File: src/rtl/sec_rtc.sv
module sec_rtc #(
  parameter int DW = 16,
  parameter int AW = 6,
  parameter int HS_CYCLES = 2,
  parameter logic [2*DW-1:0] FREQ_RESET = 1
) (
  input  logic          clk,
  input  logic          rst_n,
  input  logic          bus_en,
  input  logic          bus_we,
  input  logic [AW-1:0] bus_addr,
  input  logic [DW-1:0] bus_wdata,
  output logic [DW-1:0] bus_rdata,
  output logic          irq_o
);
  localparam int CW  = 2 * DW;
  localparam int IW  = AW - 2;
  localparam int HCW = (HS_CYCLES > 1) ? $clog2(HS_CYCLES) : 1;
  localparam logic [HCW-1:0] HS_LAST = HCW'(HS_CYCLES - 1);

  localparam int B_RUN = 0, B_EN = 1, B_WRAP = 2, B_LOAD = 3;
  localparam int B_MASK = 5, B_FORCE = 6, B_CLR = 7;

  localparam logic [IW-1:0] A_CTRL = IW'(0), A_FRQ_L = IW'(1), A_FRQ_H = IW'(2);
  localparam logic [IW-1:0] A_LD_L = IW'(3), A_LD_H = IW'(4);
  localparam logic [IW-1:0] A_MT_L = IW'(5), A_MT_H = IW'(6);
  localparam logic [IW-1:0] A_STAT = IW'(7), A_SN_L = IW'(8), A_SN_H = IW'(9);

  logic [IW-1:0] idx;
  logic wr, wr_ctrl, clr;
  logic run_q, en_q, wrap_q, mask_q, force_q;
  logic [CW-1:0] freq_q, ld_q, match_q, snap_q, cnt_q, pre_q;
  logic [CW:0] pre_p1;
  logic tick, upd_q, hit, alm_q, raw;
  logic [1:0] hs_pend, hs_done;
  logic [HCW-1:0] hs_cnt [2];

  assign idx     = bus_addr[AW-1:2];
  assign wr      = bus_en & bus_we;
  assign wr_ctrl = wr && idx == A_CTRL;
  assign clr     = wr_ctrl & bus_wdata[B_CLR];

  always_ff @(posedge clk or negedge rst_n) begin
    if (!rst_n) begin
      {run_q, en_q, wrap_q, mask_q, force_q} <= '0;
    end else if (wr_ctrl) begin
      run_q   <= bus_wdata[B_RUN];
      en_q    <= bus_wdata[B_EN];
      wrap_q  <= bus_wdata[B_WRAP];
      mask_q  <= bus_wdata[B_MASK];
      force_q <= bus_wdata[B_FORCE];
    end
  end

  always_ff @(posedge clk or negedge rst_n) begin
    if (!rst_n) begin
      freq_q  <= FREQ_RESET;
      ld_q    <= '0;
      match_q <= '0;
    end else if (wr) begin
      case (idx)
        A_FRQ_L: freq_q[DW-1:0]   <= bus_wdata;
        A_FRQ_H: freq_q[CW-1:DW]  <= bus_wdata;
        A_LD_L:  ld_q[DW-1:0]     <= bus_wdata;
        A_LD_H:  ld_q[CW-1:DW]    <= bus_wdata;
        A_MT_L:  match_q[DW-1:0]  <= bus_wdata;
        A_MT_H:  match_q[CW-1:DW] <= bus_wdata;
        default: ;
      endcase
    end
  end

  // index 0: load request, index 1: snapshot request
  for (genvar k = 0; k < 2; k++) begin : g_hs
    logic req;
    assign req        = wr_ctrl & bus_wdata[B_LOAD + k];
    assign hs_done[k] = hs_pend[k] && hs_cnt[k] == HS_LAST;
    always_ff @(posedge clk or negedge rst_n) begin
      if (!rst_n) begin
        hs_pend[k] <= 1'b0;
        hs_cnt[k]  <= '0;
      end else if (req) begin
        hs_pend[k] <= 1'b1;
        hs_cnt[k]  <= '0;
      end else if (hs_done[k]) begin
        hs_pend[k] <= 1'b0;
      end else if (hs_pend[k]) begin
        hs_cnt[k]  <= hs_cnt[k] + 1'b1;
      end
    end
  end

  assign pre_p1 = {1'b0, pre_q} + 1'b1;
  assign tick   = run_q & en_q & (pre_p1 >= {1'b0, freq_q});

  always_ff @(posedge clk or negedge rst_n) begin
    if (!rst_n)     pre_q <= '0;
    else if (!run_q) pre_q <= '0;
    else if (en_q)  pre_q <= tick ? '0 : pre_p1[CW-1:0];
  end

  always_ff @(posedge clk or negedge rst_n) begin
    if (!rst_n) begin
      cnt_q <= '0;
      upd_q <= 1'b0;
    end else begin
      upd_q <= run_q & (hs_done[0] | tick);
      if (!run_q)          cnt_q <= '0;
      else if (hs_done[0]) cnt_q <= ld_q;
      else if (tick)       cnt_q <= (&cnt_q) ? (wrap_q ? '0 : cnt_q) : cnt_q + 1'b1;
    end
  end

  always_ff @(posedge clk or negedge rst_n) begin
    if (!rst_n)          snap_q <= '0;
    else if (hs_done[1]) snap_q <= cnt_q;
  end

  assign hit = upd_q && cnt_q == match_q;

  always_ff @(posedge clk or negedge rst_n) begin
    if (!rst_n)      alm_q <= 1'b0;
    else if (!run_q) alm_q <= 1'b0;
    else if (hit)    alm_q <= 1'b1;
    else if (clr)    alm_q <= 1'b0;
  end

  assign raw   = alm_q | force_q;
  assign irq_o = raw & ~mask_q;

  always_comb begin
    bus_rdata = '0;
    if (bus_en) begin
      case (idx)
        A_CTRL:  bus_rdata = DW'({1'b0, force_q, mask_q, hs_pend[1], hs_pend[0], wrap_q, en_q, run_q});
        A_FRQ_L: bus_rdata = freq_q[DW-1:0];
        A_FRQ_H: bus_rdata = freq_q[CW-1:DW];
        A_LD_L:  bus_rdata = ld_q[DW-1:0];
        A_LD_H:  bus_rdata = ld_q[CW-1:DW];
        A_MT_L:  bus_rdata = match_q[DW-1:0];
        A_MT_H:  bus_rdata = match_q[CW-1:DW];
        A_STAT:  bus_rdata = DW'({irq_o, raw});
        A_SN_L:  bus_rdata = snap_q[DW-1:0];
        A_SN_H:  bus_rdata = snap_q[CW-1:DW];
        default: bus_rdata = '0;
      endcase
    end
  end


  softrst_chk: assert property (@(posedge clk) disable iff (!rst_n)
    !run_q |=> (cnt_q == '0 && pre_q == '0 && !alm_q));


  freeze_chk: assert property (@(posedge clk) disable iff (!rst_n)
    (run_q && !en_q && !hs_done[0]) |=> $stable(cnt_q));


  step_chk: assert property (@(posedge clk) disable iff (!rst_n)
    (run_q && !hs_done[0]) |=>
      (cnt_q == $past(cnt_q) || cnt_q == $past(cnt_q) + 1'b1 || cnt_q == '0));


  hold_chk: assert property (@(posedge clk) disable iff (!rst_n)
    (run_q && !wrap_q && !hs_done[0] && (&cnt_q)) |=> (&cnt_q));


  load_chk: assert property (@(posedge clk) disable iff (!rst_n)
    (hs_done[0] && run_q) |=> cnt_q == $past(ld_q));


  alarm_chk: assert property (@(posedge clk) disable iff (!rst_n)
    (hit && run_q) |=> alm_q);


  clear_chk: assert property (@(posedge clk) disable iff (!rst_n)
    (clr && !hit) |=> !alm_q);
endmodule

File: config.mk
export PLATFORM = sky130hd
export DESIGN_NAME = sec_rtc
export DESIGN_NICKNAME = d
export VERILOG_FILES = /design/src/rtl/sec_rtc.sv
export SDC_FILE = /design/constraint.sdc
export NUM_CORES = 1
export LEC_CHECK = 0
export BUFFER_PORTS_ARGS = -buffer_cell sky130_fd_sc_hd__buf_2
export CAP_MARGIN = 20
export CORE_ASPECT_RATIO = 1.5
export CORE_UTILIZATION = 53
export CTS_BUF_LIST = sky130_fd_sc_hd__clkbuf_2 sky130_fd_sc_hd__clkbuf_4 sky130_fd_sc_hd__clkbuf_8
export CTS_CLUSTER_DIAMETER = 150
export CTS_CLUSTER_SIZE = 8
export DETAILED_ROUTE_END_ITERATION = 10
export GPL_TIMING_DRIVEN = 0
export PLACE_DENSITY = 0.68
export SETUP_SLACK_MARGIN = 0.4
export SYNTH_ARGS = -nofsm -noshare
export SYNTH_HDL_FRONTEND = slang
export SYNTH_SLANG_ARGS = --single-unit
File: constraint.sdc
create_clock -name clk -period 7.2 [get_ports clk]
set_input_delay 1.44 -clock clk [delete_from_list [all_inputs] [get_ports clk]]
set_output_delay 1.44 -clock clk [all_outputs]
set_load 0.01 [all_outputs]
==> summary.md <==
| Metric | Value |
|---|---|
| Htree depth | `1` |
| Critical path class | `reg2reg` |
| Register-to-register setup slack | `1460 ps` |
| Final instance area | `0.0126 mm2` |
| Die Ht | `182 um` |
| Die area | `about 0.022 mm2` |
| Leakage power | `around 5.4 nW` |
| Gpl congestion | `1.04` |
| Post-Synthesis Cell Area | `about 0.011 mm2` |
| Synth warnings | `0` |
| FF+latch count, synth | `203` |
| Hold Crit Start | `hs_cnt[0]$_DFFE_PN0P_` |
| Utilization after layout | `59.4%` |
| Hold path endpoint | `hs_pend[1]$_DFFE_PN0P_` |
| Final WS setup | `1460 ps` |
| CTS resizes | `0` |
| EDFF count, synth | `0` |
| Final setup violation count | `0` |
| Clk_skew | `around 28 ps` |
| Routed Antenna Nets | `0` |
| Hold-fix buffers, CTS | `0` |
| Fin crit period | `approximately 5700 ps` |
| Fmax | `0.174 GHz` |
| Syn Inst Count | `1174` |
| Place WS | `1620 ps` |
| P&R area growth vs syn | `9.63%` |
| Maximum number of pins on one net before global-route repair | `110` |
| Critical path startpoint category | `flip-flop` |
| Clock tree sinks | `203` |
| Clock root cell | `clkbuf_8` |
| DRC viols | `0` |
| Worst path required time | `7670 ps` |
| Met2 WL | `between 20000 and 25000 um` |
| RR Startpoint | `pre_q[0]$_DFFE_PN0P_` |
| PortBufs | `40` |
| Total track usage | `39.1%` |
| Met1 WL | `14700 um` |
| Vias in the first global route | `10400` |
| Clk slew on worst S/H paths | `70 ps` |
| Initial DRC Count | `1087` |
| Mapped Nets | `approximately 1200` |
| Pwr Total | `2.96 mW` |
| Die Span X | `122 um` |
| Fin nets | `1311` |
| FFs w/ async S/R, synth | `100%` |
| Clk_lat worst skew | `roughly 580 ps` |
| Layout Cells excl Fill | `approximately 1500` |
| Fin. max-slew vios | `0` |
| Beginning of the critical path | `pre_q[0]$_DFFE_PN0P_` |
| Max layer used | `met5` |
| Final hold violation count | `0` |
| Rows | `65` |
| Met3 WL | `3240 um` |
| Layout cells sized above 1 | `16.0%` |
| Seq/Total Area, Yosys | `44.3%` |
| Status | `complete, no violations` |
| Pre-antenna DRT Iters | `8` |
| Commonest non-fill, non-tap cell in the layout | `dfrtp_1` |
| Post-synthesis cell type count | `56` |
| RSZ-0062 raised after global routing | `false` |
| Initial Util | `54.2%` |
| Routed wire length per instance | `27.4 um` |
| Worst Hold Path Cells | `1` |
| Worst VDD drop | `0.206 mV` |
| Top FF cell, synth | `dfrtp_1` |
| Period utilization | `79.8%` |
| Leading cell types in the layout, fill and taps excluded | `202 x dfrtp_1, 101 x nand2_1, 97 x mux2_2, 87 x o21ai_0, 73 x clkbuf_1` |
| Congestion Overflow GR | `0` |
| HP Class | `reg2reg` |
| Slew headroom | `approximately 20%` |
| Setup bufs post-CTS | `0` |
| Via/cell ratio | `about 6.8` |
| Initial antenna violation count | `5` |
| Total number of vias | `10400` |
| Worst endpoint data arrival time | `between 6000 and 7000 ps` |
| Placed cell count | `roughly 1500` |
| FF-to-FF path depth | `17` |
| Worst-Margin Slew | `1190 ps` |
| First-pass GRT wire length | `63300 um` |
| WHS | `496 ps` |
| CTS tree | `yes` |
| CTS max path bufs | `3` |
| Dpl hpwl | `slightly above 30000 um` |
| Area post-placement | `about 0.012 mm2` |
| Mean Syn Cell Area | `9.76 um2` |
| Critical R2R Capture | `cnt_q[1]$_DFFE_PN0P_` |
| Boundary pin count | `43` |
| Worst Path Max Fanout | `10` |
| TNS Setup | `0 ps` |
| Pwr Density | `between 200 and 250 mW/mm2` |
| Core footprint | `0.0211 mm2` |
| Num CTS Buffers | `29` |
| Max Cap Viol | `0` |
| Total wire length | `42000 um` |
| CP endpoint kind | `flip-flop` |
## routing by layer
| layer | up-vias | global-route usage (%) |
|---|---|---|
| met5 | - | 0 |
| met4 | 6 | 29.1 |
| met3 | 205 | 9.28 |
| met2 | 586 | 64.3 |
| met1 | 5065 | 43.5 |
| li1 | 4526 | - |
## worst max-delay path: stages (launching register included)
cell	delay (ps)
dfrtp_1	440
ha_1	290
nand4_1	160
nor2_1	520
nand3_4	280
nor2_1	350
nand3_1	140
xnor2_1	250
ha_1	300
nand2_1	80
nor2_1	40
a211oi_1	540
o2111ai_1	280
nor3_1	600
buf_6	260
clkbuf_1	540
nor2_1	380
o32ai_1	190
## logic make-up (layout without fill, tap and decap cells)
logic type                 Yosys count  after routing  share of synthesized area (%)
and+or+nand+nor                    365            365                           16.5
AOI/OAI and AO/OA                  283            283                           16.6
DFF                                203            203                           44.3
buffers and inverters              126            213                           4.27
muxes                               98             98                           9.62
xor gates and xnor gates            65             65                           4.97
adders and majority gates           34             34                           3.71
other                                0              2                              0
## state kept, by name (all words and copies together), names as in the netlist
register,count
force_q,1
ld_q,32
pre_q,32
match_q,32
alm_q,1
snap_q,32
freq_q,32
hs_pend,2
upd_q,1
mask_q,1
hs_cnt,2
en_q,1
wrap_q,1
cnt_q,32
run_q,1
## worst max path at each step
stage	cells after the start	slack [ps]	to
after floorplan	5	2950	bus_rdata[9]
after global routing	17	1280	cnt_q[1]$_DFFE_PN0P_
after global placement	1	1140	pre_q[26]$_DFFE_PN0P_
after detailed placement	17	1620	cnt_q[9]$_DFFE_PN0P_
after CTS	17	1620	cnt_q[9]$_DFFE_PN0P_
final	17	1460	cnt_q[1]$_DFFE_PN0P_
## layout make-up
cell class | count | area, um2
Fill cell | 1882 | 8580
Multi-Input combinational cell | 845 | 5900
Sequential cell | 203 | 5080
Clock buffer | 39 | 474
Tap cell | 268 | 335
Buffer | 81 | 320
Timing Repair Buffer | 46 | 268
Inverter | 45 | 169
Clock inverter | 2 | 15.0
Antenna cell | 2 | 5.00
## cells in the mapped netlist, drive strengths merged (3+ instances only)
| cell | n | area share [%] |
|---|---|---|
| dfrtp | 202 | 44 |
| nand2 | 101 | 3.3 |
| mux2 | 97 | 9.5 |
| o21ai | 87 | 3.8 |
| clkbuf | 73 | 2.4 |
| nand3 | 56 | 2.6 |
| a22oi | 55 | 3.6 |
| nor2 | 47 | 1.5 |
| xnor2 | 47 | 3.6 |
| inv | 45 | 1.5 |
| nand4 | 37 | 2.0 |
| ha | 34 | 3.7 |
| nor3 | 31 | 1.4 |
| and3 | 28 | 1.5 |
| a31oi | 26 | 1.4 |
| a21oi | 24 | 1.0 |
| nor4 | 19 | 1.3 |
| xor2 | 18 | 1.4 |
| o31ai | 14 | 0.96 |
| a41oi | 11 | 0.84 |
| a211oi | 10 | 0.66 |
| nand4b | 9 | 0.69 |
| a32o | 8 | 0.70 |
| buf | 8 | 0.40 |
| nand2b | 8 | 0.44 |
| or3 | 8 | 0.44 |
| or4 | 8 | 0.52 |
| a221oi | 7 | 0.53 |
| a222oi | 7 | 0.61 |
| a22o | 6 | 0.46 |
| a21o | 5 | 0.33 |
| and2 | 5 | 0.27 |
| o32ai | 5 | 0.38 |
| o211ai | 3 | 0.20 |
| o21a | 3 | 0.20 |
| or2 | 3 | 0.16 |
## power breakdown
group          switching (mW)  internal [mW]
Sequential              0.152           1.29
Clock                   0.450          0.416
Combinational           0.426          0.225
Power figures use the tool's default switching activity.
